## config.mk

```make
export PLATFORM = sky130hd
export DESIGN_NAME = rxflt_top
export DESIGN_NICKNAME = d
export VERILOG_FILES = /design/src/rtl/rxflt_pkg.sv /design/src/rtl/rxflt_addr_chk.sv /design/src/rtl/rxflt_type_gate.sv /design/src/rtl/rxflt_top.sv
export SDC_FILE = /design/constraint.sdc
export NUM_CORES = 1
export LEC_CHECK = 0
export ABC_CLOCK_PERIOD_IN_PS = 1700
export BUFFER_PORTS_ARGS = -buffer_cell sky130_fd_sc_hd__buf_2
export CAP_MARGIN = 20
export CELL_PAD_IN_SITES_DETAIL_PLACEMENT = 1
export CELL_PAD_IN_SITES_GLOBAL_PLACEMENT = 1
export CORE_MARGIN = 2
export CORE_UTILIZATION = 20
export CTS_CLUSTER_DIAMETER = 30
export DETAILED_ROUTE_END_ITERATION = 10
export PLACE_DENSITY_LB_ADDON = 0.1
export SLEW_MARGIN = 20
export SYNTH_ARGS = -nofsm -noshare
export SYNTH_HDL_FRONTEND = slang
export SYNTH_SLANG_ARGS = --single-unit
```

## constraint.sdc

```tcl
create_clock -name clk -period 1.7 [get_ports clk]
set_input_delay 0.085 -clock clk [delete_from_list [all_inputs] [get_ports clk]]
set_output_delay 0.085 -clock clk [all_outputs]
set_load 0.05 [all_outputs]
```

## src/rtl/rxflt_pkg.sv

```systemverilog
package rxflt_pkg;

    typedef enum logic [2:0] {
        RSN_NONE    = 3'd0,
        RSN_ERR     = 3'd1,
        RSN_ADDR    = 3'd2,
        RSN_TYPE    = 3'd3,
        RSN_SUBTYPE = 3'd4
    } reason_e;

    typedef enum logic [1:0] {
        FT_MGMT = 2'd0,
        FT_CTRL = 2'd1,
        FT_DATA = 2'd2,
        FT_RSVD = 2'd3
    } ftype_e;

    typedef enum logic {
        ST_IDLE   = 1'b0,
        ST_REPORT = 1'b1
    } state_e;

    // receive-control word bit positions
    localparam int unsigned CB_UC_ALL   = 0;
    localparam int unsigned CB_MCAST    = 2;
    localparam int unsigned CB_BCAST    = 3;
    localparam int unsigned CB_BSS_DATA = 6;
    localparam int unsigned CB_BSS_BCN  = 7;
    localparam int unsigned CB_FCS_OK   = 8;
    localparam int unsigned CB_ICV_OK   = 9;
    localparam int unsigned CB_EN_DATA  = 11;
    localparam int unsigned CB_EN_CTRL  = 12;
    localparam int unsigned CB_EN_MGMT  = 13;

    // subtype codes with special handling
    localparam int unsigned SUB_BEACON = 8;
    localparam int unsigned SUB_BAR    = 8;
    localparam int unsigned SUB_BA     = 9;
    localparam int unsigned SUB_PSPOLL = 10;

endpackage

```

## src/rtl/rxflt_addr_chk.sv

```systemverilog
module rxflt_addr_chk
    import rxflt_pkg::*;
#(
    parameter int CTRL_W = 32,
    parameter int SUB_W  = 4
) (
    input  logic [CTRL_W-1:0] ctrl,
    input  logic [1:0]        fc_type,
    input  logic [SUB_W-1:0]  fc_subtype,
    input  logic              uc_self,
    input  logic              is_mcast,
    input  logic              is_bcast,
    input  logic              bssid_match,
    output logic              addr_ok
);

    logic dest_ok;
    logic is_data;
    logic is_beacon;
    logic bss_ok;
    logic unused_cfg;

    assign unused_cfg = ^ctrl;
    assign is_data    = (fc_type == FT_DATA);
    assign is_beacon  = (fc_type == FT_MGMT) && (fc_subtype == SUB_W'(SUB_BEACON));

    always_comb begin
        if (is_bcast)
            dest_ok = ctrl[CB_BCAST];
        else if (is_mcast)
            dest_ok = ctrl[CB_MCAST];
        else
            dest_ok = uc_self || ctrl[CB_UC_ALL];
    end

    assign bss_ok = !(is_data   && ctrl[CB_BSS_DATA] && !bssid_match) &&
                    !(is_beacon && ctrl[CB_BSS_BCN]  && !bssid_match);

    assign addr_ok = dest_ok && bss_ok;

endmodule

```

## src/rtl/rxflt_type_gate.sv

```systemverilog
module rxflt_type_gate
    import rxflt_pkg::*;
#(
    parameter int CTRL_W = 32,
    parameter int SUB_W  = 4,
    localparam int MAP_W = 1 << SUB_W
) (
    input  logic [CTRL_W-1:0] ctrl,
    input  logic [1:0]        fc_type,
    input  logic [SUB_W-1:0]  fc_subtype,
    input  logic              ap_mode,
    input  logic [MAP_W-1:0]  mgmt_map,
    input  logic [MAP_W-1:0]  ctrl_map,
    input  logic [MAP_W-1:0]  data_map,
    output logic              type_ok,
    output logic              sub_ok
);

    logic             data_class_ctrl;
    logic [MAP_W-1:0] sel_map;
    logic             unused_cfg;

    assign unused_cfg = ^ctrl;

    // control subtypes that follow the data-enable bit
    assign data_class_ctrl = (fc_subtype == SUB_W'(SUB_BAR)) ||
                             (fc_subtype == SUB_W'(SUB_BA))  ||
                             ((fc_subtype == SUB_W'(SUB_PSPOLL)) && ap_mode);

    always_comb begin
        type_ok = 1'b0;
        sel_map = '0;
        unique case (fc_type)
            FT_MGMT: begin
                type_ok = ctrl[CB_EN_MGMT];
                sel_map = mgmt_map;
            end
            FT_CTRL: begin
                type_ok = data_class_ctrl ? ctrl[CB_EN_DATA] : ctrl[CB_EN_CTRL];
                sel_map = ctrl_map;
            end
            FT_DATA: begin
                type_ok = ctrl[CB_EN_DATA];
                sel_map = data_map;
            end
            FT_RSVD: begin
                type_ok = 1'b0;
                sel_map = '0;
            end
        endcase
    end

    assign sub_ok = sel_map[fc_subtype];

endmodule

```

## src/rtl/rxflt_top.sv

```systemverilog
module rxflt_top
    import rxflt_pkg::*;
#(
    parameter int CTRL_W = 32,
    parameter int SUB_W  = 4,
    localparam int MAP_W = 1 << SUB_W
) (
    input  logic              clk,
    input  logic              rst_n,
    input  logic              frame_end,
    input  logic [1:0]        fc_type,
    input  logic [SUB_W-1:0]  fc_subtype,
    input  logic              ap_mode,
    input  logic              uc_self,
    input  logic              is_mcast,
    input  logic              is_bcast,
    input  logic              bssid_match,
    input  logic              fcs_err,
    input  logic              icv_err,
    input  logic [CTRL_W-1:0] rx_ctrl,
    input  logic [MAP_W-1:0]  mgmt_map,
    input  logic [MAP_W-1:0]  ctrl_map,
    input  logic [MAP_W-1:0]  data_map,
    output logic              verdict_valid,
    output logic              accept,
    output logic [2:0]        drop_reason
);

    state_e  state_q, state_d;
    reason_e reason_d, reason_q;
    logic    accept_q;
    logic    err_ok, addr_ok, type_ok, sub_ok;

    assign err_ok = !(fcs_err && !rx_ctrl[CB_FCS_OK]) &&
                    !(icv_err && !rx_ctrl[CB_ICV_OK]);

    rxflt_addr_chk #(.CTRL_W(CTRL_W), .SUB_W(SUB_W)) addr_i (
        .ctrl        (rx_ctrl),
        .fc_type     (fc_type),
        .fc_subtype  (fc_subtype),
        .uc_self     (uc_self),
        .is_mcast    (is_mcast),
        .is_bcast    (is_bcast),
        .bssid_match (bssid_match),
        .addr_ok     (addr_ok)
    );

    rxflt_type_gate #(.CTRL_W(CTRL_W), .SUB_W(SUB_W)) type_i (
        .ctrl       (rx_ctrl),
        .fc_type    (fc_type),
        .fc_subtype (fc_subtype),
        .ap_mode    (ap_mode),
        .mgmt_map   (mgmt_map),
        .ctrl_map   (ctrl_map),
        .data_map   (data_map),
        .type_ok    (type_ok),
        .sub_ok     (sub_ok)
    );

    // priority: error, address, type, subtype
    always_comb begin
        if (!err_ok)
            reason_d = RSN_ERR;
        else if (!addr_ok)
            reason_d = RSN_ADDR;
        else if (!type_ok)
            reason_d = RSN_TYPE;
        else if (!sub_ok)
            reason_d = RSN_SUBTYPE;
        else
            reason_d = RSN_NONE;
    end

    // next state: EVAL, CHAIN, RETIRE
    always_comb begin
        state_d = state_q;
        unique case (state_q)
            ST_IDLE:   state_d = frame_end ? ST_REPORT : ST_IDLE;
            ST_REPORT: state_d = frame_end ? ST_REPORT : ST_IDLE;
        endcase
    end

    // state register
    always_ff @(posedge clk) begin
        if (!rst_n)
            state_q <= ST_IDLE;
        else
            state_q <= state_d;
    end

    // output register
    always_ff @(posedge clk) begin
        if (!rst_n) begin
            accept_q <= 1'b0;
            reason_q <= RSN_NONE;
        end else if (frame_end) begin
            accept_q <= (reason_d == RSN_NONE);
            reason_q <= reason_d;
        end
    end

    assign verdict_valid = (state_q == ST_REPORT);
    assign accept        = accept_q;
    assign drop_reason   = reason_q;

endmodule

```

### After elaboration in Yosys (flattened, before gate mapping)

Index checks and enable logic that the tools add are counted.

* logic and storage cells: 45
* input bits: 96
* register bits after elaboration: 5

* reduce and logical (&&, ||, !) cells: 23
* $lt $le $gt $ge: 1
* equality and inequality tests: 6
* multiplexer cells: 12

Operators with widths (count)
* $pmux W16 S4: 1
* $eq A4 B4 Y1 const B: 3
* $mux W3: 4
* $logic_and A1 B1 Y1: 11
* $logic_not A1 Y1: 7
* $lt A4 B5 Y1 const B: 1
* $mux W1: 5
* $bmux W1 S4: 1
* $eq A2 B2 Y1 const B: 2
* $pmux W1 S4: 1
* $logic_not A3 Y1: 1
* $logic_or A1 B1 Y1: 3
* $eq A2 B1 Y1 const B: 1
* $logic_not A2 Y1: 1

### Depth between registers and ports, before layout

Gate-level depths: netlist of run 1.

* depth in word-level cells: 10
* gate-level depth with buffers: 8
* gate-level depth less buffers: 6

### Modules after synthesis

A second synthesis of run 1 with hierarchy kept.

* cell total of the unflattened synthesis: 85
* area total of the unflattened synthesis: 824.5 sq um

Modules (own cells, without submodules)
* rxflt_type_gate: instances 1, area an instance 543.0 sq um, cells each 55, sequential area each 0.0 sq um
* rxflt_top: instances 1, area an instance 225.2 sq um, cells each 21, sequential area each 100.1 sq um
* rxflt_addr_chk: instances 1, area an instance 56.3 sq um, cells each 9, sequential area each 0.0 sq um

### Worst setup path after synthesis of run 1

OpenSTA, ideal clock, no wires.

* path kind: input port to flip-flop
* start point: in fc_type[0]
* end point: reg accept_q (netlist: accept)
* stages on the path: 7
* path buffers: 1
* data arrival time: 1435 ps
* setup slack: 170 ps
* cell sequence: and2b_4 buf_6 a22oi_2 a211o_1 a32oi_1 o211ai_2 o41ai_2

* word-level cells in the longest chain between the ends: 10
* elaborated cells between the ends (all ways): 22
* those cells by class: eq/ne (3); mux (8); reduce/logical (11)

RTL lines
* from (decl): RTL line rxflt_top.sv:11 `input logic [1:0] fc_type,`
* parallel branches: the longest is 7 deep, another holds $pmux W16 S4
* $mux W3 *: RTL line rxflt_top.sv:64 `else if (!addr_ok)`
* $mux W3 *: RTL line rxflt_top.sv:62 `if (!err_ok)`
* $logic_not A3 Y1 *: RTL line rxflt_top.sv:97 `accept_q <= (reason_d == RSN_NONE);`
* to (signal assigned): RTL line rxflt_top.sv:97
* to (decl): RTL line rxflt_top.sv:31 `logic accept_q;`

Every way passes the cells marked *. The select of a mux whose other input is x is not followed.
A chain may end at the register's enable or synchronous reset.

### Worst setup path after layout of run 1

Ends and elaborated chain as after synthesis.

==> metrics.csv, run 1 <==
stage,metric,value,unit
min_path,hold_depth,3,
global_routing,grt_pass1_vias,1185,
floorplanning,fp-row-count,23,
setup_path,criticalPathCategory,primary input to flop,
clock_network,h-tree-depth,1,
clock_network,ctsLongestPathBuffers,2,
layout,area_growth,73.30,%
floorplanning,io_pins,101,
floorplanning,fp.dieH,67.67,µm
timing,finClkSkew,0,ps
min_path,min_path_type,primary input to flop,
layout,drive_gt1_share,53.89,%
floorplanning,die-area,0.004579,mm²
setup_path,critPathMaxFanout,10,
placement,port_buffers,78,
clock_network,path_clk_slew,40,ps
floorplanning,die_w,67.67,µm
setup_path,r2r-start,drop_reason[2],
global_routing,antenna_found_initial,0,
timing,relSlewSlack,72.27,%
clock_network,insertion_delay,230,ps
min_path,hold_end,drop_reason[0],
synth,synth_most_common_cell,nand2_1,
timing,worst_slack,106.8,ps
clock_network,cts-root-buf,clkbuf_8,
min_path,min_from,rst_n,
synth,yosysTopAreaCell,dfxtp_1,
timing,setup_viol,0,
setup_path,arrival,1720,ps
detailed_routing,initialDrtViolationCount,32,
clock_network,clock-sinks,5,
power_and_ir_drop,p_leak,0.0007111,µW
layout,seq_area,100.1,µm²
run,cap_violations,0,
detailed_routing,drc_errors,0,
detailed_routing,wl,3.327,mm
synth,ys.flop_type,dfxtp_1,
floorplanning,start_util,20.56,%
placement,dp_hpwl,2.837,mm
layout,final_nets,290,
synth,avgSynthCellArea,7.949,µm²
setup_path,r2r-end,drop_reason[2],
synth,synth.net_count,198,
synth,synth.yosys.seq_area_share,12.35,%
global_routing,overflow,0,
synth,syn-instance-count,102,
global_routing,grt_pass1_wl,5.299,mm
detailed_routing,wl_per_cell,13.69,µm
timing,hold_ws,140.2,ps
detailed_routing,firstDrtPassIters,4,
timing,finalHoldViolCount,0,
detailed_routing,final_antenna_net_count,0,
timing,fin_setup_tns,0,ps
synth,async_flop_share,0,%
timing,final.min_clock_period,1593,ps
timing,timing.final.crit_share,93.72,%
synth,synth_edf_count,0,
power_and_ir_drop,p_per_area,463.7,mW/mm²
synth,synth-seq-cells,5,
clock_network,cts_tree,done,
synth,yosys_warnings,0,
timing,fmax,0.6277,GHz
power_and_ir_drop,vdd.ir_drop.worst,0.3421,mV
synth,synth_cell_types,40,
placement,dp_slack,-218.0,ps
detailed_routing,viasPerCell,4.728,
clock_network,numCtsBuffers,3,
timing,drv_slew,0,
layout,num-fill-cells,519,
placement,gp_congestion,0.7043,
synth,synth_area_leaders,"dfxtp_1, mux2_1, mux2i_1",
synth,synth_top_cell_area_share,12.35,%
setup_path,r2r_cells,1,
run_status,outcome,completed,
timing,worst_pin_slew,415.9,ps
setup_path,r2r_slack,1050,ps
layout,diodes,0,
synth,yosys-top-cells-count,"nand2_1, inv_1, mux2_1",
setup_path,critPathCaptureType,flop,
global_routing,grt_max_degree,13,
setup_path,worstSetupStartpointType,primary input,
synth,syn_area,810.8,µm²
global_routing,grt.total_usage,15.26,%
layout,multi_input_area,649.4,µm²
setup_path,critPathRequiredTime,1830,ps
timing,rsz0062_at_grt,false,
detailed_routing,vias,1149,
floorplanning,fp.coreArea,0.003943,mm²
[cells by family after synthesis]
logic type | after synthesis | share of synthesized area (%)
flops | 5 | 12.35
compound gates | 35 | 34.41
simple gates | 29 | 18.52
mux | 18 | 25.31
buf+inv | 15 | 9.413
[cell usage in the layout (no fill, tap or decap), types with 4 or more instances in the layout]
cell and instances:
buf_4 14, nor2_1 5, a221oi_1 6, mux2i_1 7, mux2_1 8, a21oi_1 5
nand2_1 9, buf_2 77, dfxtp_1 5, inv_1 8, o21ai_0 4
[through the flow]
step / std cells / utilization (%) / cell area (µm²) / power (µW)
final: 243 / 35.64 / 1405 / 651.5
after global routing: 243 / 35.64 / 1405 / 703.2
after CTS: 241 / 34.69 / 1368 / 655.2
after detailed placement: 237 / 33.54 / 1323 / 419.3
after global placement: 237 / 33.54 / 1323 / 410.8
after floorplan: 102 / - / 810.8 / 280.1
[worst max path at each step]
| stage | from | to | slack [ps] | cells after the start |
|---|---|---|---|---|
| 6_report | fc_type[0] | accept | 110 | 7 |
| 2_1_floorplan | fc_type[0] | accept | 170 | 7 |
| 5_1_grt | fc_type[0] | accept | 4 | 7 |
| 4_1_cts | fc_type[0] | accept | 20 | 7 |
| 3_3_place_gp | fc_type[0] | accept | -140 | 7 |
| 3_5_place_dp | fc_type[0] | accept | -220 | 7 |
[power breakdown]
| part | internal (µW) | switching, µW | total [µW] |
|---|---|---|---|
| Combinational | 158 | 140 | 298 |
| Clock | 162 | 65.5 | 227 |
| Sequential | 124 | 2.42 | 126 |
[metal layers]
| layer | GRT usage, % | routed length [µm] | part of all wire, % | vias to the layer above |
|---|---|---|---|---|
| met5 | 0 | 0 | 0 | - |
| met4 | 6.122 | 46 | 1.4 | 0 |
| met3 | 2.500 | 237 | 7.1 | 5 |
| met2 | 27.82 | 1748 | 53 | 42 |
| met1 | 17.46 | 1294 | 39 | 526 |
| li1 | - | - | - | 576 |
[sequential cells by signal (all words and copies together), names as in the netlist]
signal and flops:
drop_reason 3, accept 1, verdict_valid 1
[critical path, stage by stage]
cell and delay, ps:
clkbuf_4 170, and2b_4 320, a221oi_1 90, or3_1 390
a32oi_2 190, o211ai_2 140, o41ai_2 330
[layout make-up]
class	instances	share of cell area, %
tap	50	4.452
timing repair buffer	93	36.87
inverter	8	2.137
multi-input combinational	83	46.22
clock buffer	4	3.206
sequential	5	7.124
[timing repair]
| action | CTS | global route |
|---|---|---|
| hold buffers | 0 | 0 |
| endpoints found under the setup margin | 0 | 1 |
| resized for setup | 0 | 2 |
| buffers inserted | 0 | 1 |
No activity file was read; power rests on OpenSTA's default activity.
==> run 2, diff against run 1 <==
--- a/config.mk
+++ b/config.mk
@@ -8,13 +8,11 @@
 export ABC_CLOCK_PERIOD_IN_PS = 1700
 export BUFFER_PORTS_ARGS = -buffer_cell sky130_fd_sc_hd__buf_2
 export CAP_MARGIN = 20
-export CELL_PAD_IN_SITES_DETAIL_PLACEMENT = 1
-export CELL_PAD_IN_SITES_GLOBAL_PLACEMENT = 1
 export CORE_MARGIN = 2
-export CORE_UTILIZATION = 20
+export CORE_UTILIZATION = 32
 export CTS_CLUSTER_DIAMETER = 30
 export DETAILED_ROUTE_END_ITERATION = 10
-export PLACE_DENSITY_LB_ADDON = 0.1
+export PLACE_DENSITY = 0.8
 export SLEW_MARGIN = 20
 export SYNTH_ARGS = -nofsm -noshare
 export SYNTH_HDL_FRONTEND = slang
==> metrics.csv, run 2 (same netlist as run 1, synthesis figures left out) <==
stage,metric,value,unit,change
setup_path,critPathMaxFanout,12,,+2
global_routing,grt_max_degree,15,,+2
layout,final_cell_area,0.001311,mm²,-6.7%
min_path,min_path_type,primary input to flop,,
detailed_routing,initialDrtViolationCount,21,,-34%
clock_network,clock-sinks,5,,unchanged
timing,finClkSkew,0,ps,unchanged
global_routing,antenna_found_initial,0,,unchanged
power_and_ir_drop,p_leak,0.0006800,µW,-4.4%
timing,drv_slew,0,,unchanged
detailed_routing,vias,1119,,-2.6%
timing,finalHoldViolCount,0,,unchanged
floorplanning,io_pins,101,,unchanged
global_routing,overflow,0,,unchanged
power_and_ir_drop,vdd.ir_drop.worst,0.4746,mV,+39%
layout,largest_reg_flops,3,,unchanged
layout,final_common_cell,buf_2,,
timing,fmax,0.6337,GHz,+0.96%
global_routing,grt_pass1_wl,3.705,mm,-30%
clock_network,cts_tree,done,,
timing,setup_viol,0,,unchanged
placement,dp_slack,-185.9,ps,+32.13 ps
floorplanning,die_w,54.34,µm,-20%
placement,port_buffers,78,,unchanged
layout,drive_gt1_share,52.91,%,-0.98 points
setup_path,r2r_cells,1,,unchanged
setup_path,r2r-start,drop_reason[2],,
setup_path,arrival,1710,ps,about the same
placement,placed_cells,211,,-11%
clock_network,insertion_delay,250,ps,+20 ps
setup_path,critPathCaptureType,flop,,
layout,layout_common_cells,"buf_2, buf_4, nand2_1",,
clock_network,ctsLongestPathBuffers,2,,unchanged
global_routing,grt.total_usage,16.63,%,+1.4 points
global_routing,grt_pass1_vias,939,,-21%
timing,worst_pin_slew,401.0,ps,-14.92 ps
timing,final.min_clock_period,1578,ps,-15.11 ps
setup_path,criticalPathCategory,primary input to flop,,
detailed_routing,firstDrtPassIters,4,,unchanged
layout,diodes,0,,unchanged
placement,gp_congestion,0.7802,,+11%
detailed_routing,viasPerCell,5.110,,+8.1%
detailed_routing,final_antenna_net_count,0,,unchanged
clock_network,cts.hold.buffers_added,0,,unchanged
layout,area_growth,61.73,%,
floorplanning,fp.dieH,54.34,µm,-20%
floorplanning,start_util,33.33,%,+13 points
floorplanning,fp.coreArea,0.002432,mm²,-38%
clock_network,numCtsBuffers,3,,unchanged
timing,rsz0062_at_grt,false,,
power_and_ir_drop,p_per_area,417.4,mW/mm²,-10%
floorplanning,fp-row-count,18,,-22%
placement,place_area,0.001252,mm²,-5.3%
run_status,outcome,completed,,
timing,relSlewSlack,73.27,%,+0.99 points
clock_network,cts-root-buf,clkbuf_4,,
clock_network,h-tree-depth,1,,unchanged
timing,timing.final.crit_share,92.83,%,-0.89 points
setup_path,critPathRequiredTime,1830,ps,about the same
detailed_routing,wl,2.562,mm,-23%
min_path,hold_end,accept,,
clock_network,path_clk_slew,50,ps,about the same
setup_path,r2r-end,drop_reason[2],,
layout,final_core_util,53.91,%,+18 points
placement,dp_hpwl,2.158,mm,-24%
detailed_routing,wl_per_cell,11.70,µm,-15%
min_path,min_from,rst_n,,
min_path,hold_depth,3,,unchanged
floorplanning,die-area,0.002952,mm²,-36%
layout,final_cells,219,,-9.9%
detailed_routing,drc_errors,0,,unchanged
timing,fin_setup_tns,0,ps,unchanged
setup_path,worstSetupStartpointType,primary input,,
run,cap_violations,0,,unchanged
layout,final_nets,286,,-1.4%
setup_path,r2r_slack,1060,ps,about the same
timing,worst_slack,121.9,ps,+15.11 ps
==> run 2: area by class of cell <==
class                   count  area [µm²]
fillers                   243        1121
well taps                  30       37.54
repair buffers             90       483.0
flip-flops and latches      5       100.1
inverters                   8       30.03
multi-input cells          82       634.4
clock buffers               4       26.28
==> run 2: through the flow <==
stage	hold slack, ps	total power, µW
5_1_grt	131.7	590.3
6_report	115.0	547.3
4_1_cts	107.1	545.5
3_5_place_dp	372.1	399.0
2_1_floorplan	220.7	280.1
3_3_place_gp	365.5	394.8
==> run 2: worst max-delay path, cell delays in order <==
cell	delay [ps]
clkbuf_4	200
and2b_4	250
buf_4	140
buf_4	130
nand2_1	50
o21ai_0	60
mux4_2	470
o211ai_2	210
o41ai_2	100
==> run 2: per-layer routing <==
layer / global-route usage [%] / wire length [µm] / vias up
met2: 31.93 / 1194 / 59
met4: 2.500 / 13 / 0
met1: 18.52 / 985 / 488
met3: 4.098 / 369 / 2
li1: - / - / 570
met5: 0 / 0 / -
==> run 2: how the worst max path moves through the flow <==
stage,from,end,slack (ps),depth (start not counted)
after floorplan,fc_type[0],accept,170,7
after global placement,fc_type[0],accept,-170,7
after detailed placement,fc_type[0],accept,-190,7
after CTS,fc_type[0],accept,70,7
after global routing,fc_type[0],accept,8,7
final,fc_type[0],accept,120,9
==> run 2: timing repair <==
action / in CTS / in global routing
setup buffers: 0 / 4
setup endpoints to repair: 0 / 1
gates resized for setup: 0 / 1
==> run 2: power breakdown <==
part           switching, µW  internal, µW  total, µW
logic                    130           149        278
registers               2.01           123        125
clock network           54.4          89.1        144
total                    186           361        547
==> run 3, diff against run 2 <==
--- a/config.mk
+++ b/config.mk
@@ -8,6 +8,7 @@
 export ABC_CLOCK_PERIOD_IN_PS = 1700
 export BUFFER_PORTS_ARGS = -buffer_cell sky130_fd_sc_hd__buf_2
 export CAP_MARGIN = 20
+export CORE_ASPECT_RATIO = 0.75
 export CORE_MARGIN = 2
 export CORE_UTILIZATION = 32
 export CTS_CLUSTER_DIAMETER = 30
==> metrics.csv, run 3 (same netlist as run 1, synthesis figures left out) <==
stage,metric,value,unit,change
run_status,outcome,completed,,
timing,finalHoldViolCount,0,,unchanged
clock_network,insertion_delay,240,ps,about the same
floorplanning,io_pins,101,,unchanged
clock_network,cts-root-buf,clkbuf_4,,
setup_path,critPathMaxFanout,12,,unchanged
power_and_ir_drop,p_total,534.0,µW,-2.4%
placement,dp_slack,-122.4,ps,+63.42 ps
layout,drive_gt1_share,52.15,%,-0.76 points
power_and_ir_drop,p_per_area,413.6,mW/mm²,-0.91%
clock_network,path_clk_slew,40,ps,about the same
floorplanning,die_w,62.12,µm,+14%
clock_network,cts_tree,done,,
timing,worst_slack,125.9,ps,+4.032 ps
timing,rsz0062_at_grt,false,,
setup_path,path_delay_family,compound AO/OA/AOI/OAI gates,,
power_and_ir_drop,vdd.ir_drop.worst,0.2771,mV,-42%
global_routing,antenna_found_initial,0,,unchanged
setup_path,slowest_delay,360,ps,-110 ps
layout,area_growth,59.26,%,
clock_network,post_cts_buffers,0,,unchanged
clock_network,clock-sinks,5,,unchanged
setup_path,worst-path-buf-inv,1,,-2
timing,final.min_clock_period,1574,ps,-4.032 ps
floorplanning,fp.coreArea,0.002346,mm²,-3.5%
detailed_routing,viasPerCell,5.005,,-2.1%
global_routing,grtUsageMet1,21.41,%,+2.9 points
layout,final_core_util,55.04,%,+1.1 points
global_routing,grt.busiest_layer,met2,,
global_routing,grt.total_usage,17.62,%,+0.99 points
detailed_routing,wl,2.556,mm,-0.23%
timing,fmax,0.6353,GHz,+0.26%
setup_path,arrival,1720,ps,about the same
layout,multi_input_area,634.4,µm²,unchanged
layout,largest_reg_flops,3,,unchanged
layout,diodes,0,,unchanged
placement,dp_hpwl,2.233,mm,+3.4%
global_routing,overflow,0,,unchanged
global_routing,grt_max_degree,13,,-2
timing,finClkSkew,0,ps,unchanged
min_path,min_path_type,primary input to flop,,
global_routing,grt_pass1_vias,1045,,+11%
layout,layout_common_cells,"buf_2, nand2_1, buf_4",,
global_routing,grtUsageMet2,35.65,%,+3.7 points
timing,drv_slew,0,,unchanged
timing,worst_pin_slew,372.6,ps,-28.39 ps
detailed_routing,drc_errors,0,,unchanged
floorplanning,fp-row-count,15,,-3
detailed_routing,vias,1101,,-1.6%
timing,timing.final.crit_share,92.59,%,-0.24 points
setup_path,critPathRequiredTime,1850,ps,+20 ps
setup_path,critPathCaptureType,flop,,
global_routing,grt_util_met3,2.824,%,-1.3 points
clock_network,numCtsBuffers,3,,unchanged
detailed_routing,initialDrtViolationCount,30,,+43%
detailed_routing,wl_per_cell,11.62,µm,-0.69%
layout,final_common_cell,buf_2,,
setup_path,criticalPathCategory,primary input to flop,,
run,cap_violations,0,,unchanged
setup_path,slowest_stage,and2b_4,,
floorplanning,start_util,34.56,%,+1.2 points
setup_path,worstSetupStartpointType,primary input,,
timing,hold_ws,120.1,ps,+5.126 ps
power_and_ir_drop,p_leak,0.0006633,µW,-2.5%
clock_network,h-tree-depth,1,,unchanged
detailed_routing,final_antenna_net_count,0,,unchanged
detailed_routing,firstDrtPassIters,4,,unchanged
layout,seq_area,100.1,µm²,unchanged
layout,final_nets,283,,-1.0%
layout,num-fill-cells,253,,+4.1%
global_routing,grt_pass1_wl,4.229,mm,+14%
placement,port_buffers,78,,unchanged
clock_network,cts.hold.buffers_added,0,,unchanged
floorplanning,fp.dieH,47.59,µm,-12%
setup_path,crit_chain,buf_2 -> and2b_4 -> a221oi_1 -> or3_1 -> a32oi_1 -> o211ai_2 -> o41ai_2,,
clock_network,ctsLongestPathBuffers,2,,unchanged
placement,gp_congestion,0.8342,,+6.9%
timing,setup_viol,0,,unchanged
floorplanning,die-area,0.002956,mm²,+0.14%
timing,relSlewSlack,75.16,%,+1.9 points
clock_network,cts_resized,0,,unchanged
run 3: changes by cell type in the layout (fill, tap and decap cells not counted):
cell and delta:
buf_4 -3, buf_2 +1, clkbuf_4 -1
run 3: cell type report:
cell class / instances / share of cell area (%)
inverters: 8 / 2.326
flip-flops and latches: 5 / 7.752
well taps: 34 / 3.295
multi-input cells: 82 / 49.13
clock buffers: 4 / 2.035
repair buffers: 87 / 35.47
run 3: worst paths after layout:
| kind | cells past startpoint | from | end | slack [ps] |
|---|---|---|---|---|
| min reg2reg | 2 | drop_reason[1] | drop_reason[1] | 460 |
| max reg2reg | 1 | drop_reason[2] | drop_reason[2] | 1060 |
| max | 7 | fc_type[0] | accept | 130 |
| min | 3 | rst_n | drop_reason[0] | 120 |
run 3: through the flow:
stage,area (µm²),setup TNS (ps),std cells
6_report,1291,0,220
5_1_grt,1291,0,220
4_1_cts,1291,0,220
3_5_place_dp,1265,-192.7,216
3_3_place_gp,1265,-198.5,216
2_1_floorplan,810.8,0,102
run 3: routing by layer:
layer	wire length, µm	up-vias	share of wire (%)
met1	1102	499	43
li1	-	564	-
met2	1258	38	49
met3	195	0	7.6
met5	0	-	0
met4	0	0	0
run 3: report_power, final:
part	switching, µW	internal [µW]
clock network	47.5	88.6
registers	2.16	124
logic	128	144
run 3: tightest hold or removal path, cell delays in order:
cell	delay, ps
buf_2	120
o21ai_0	70
nor2_1	40
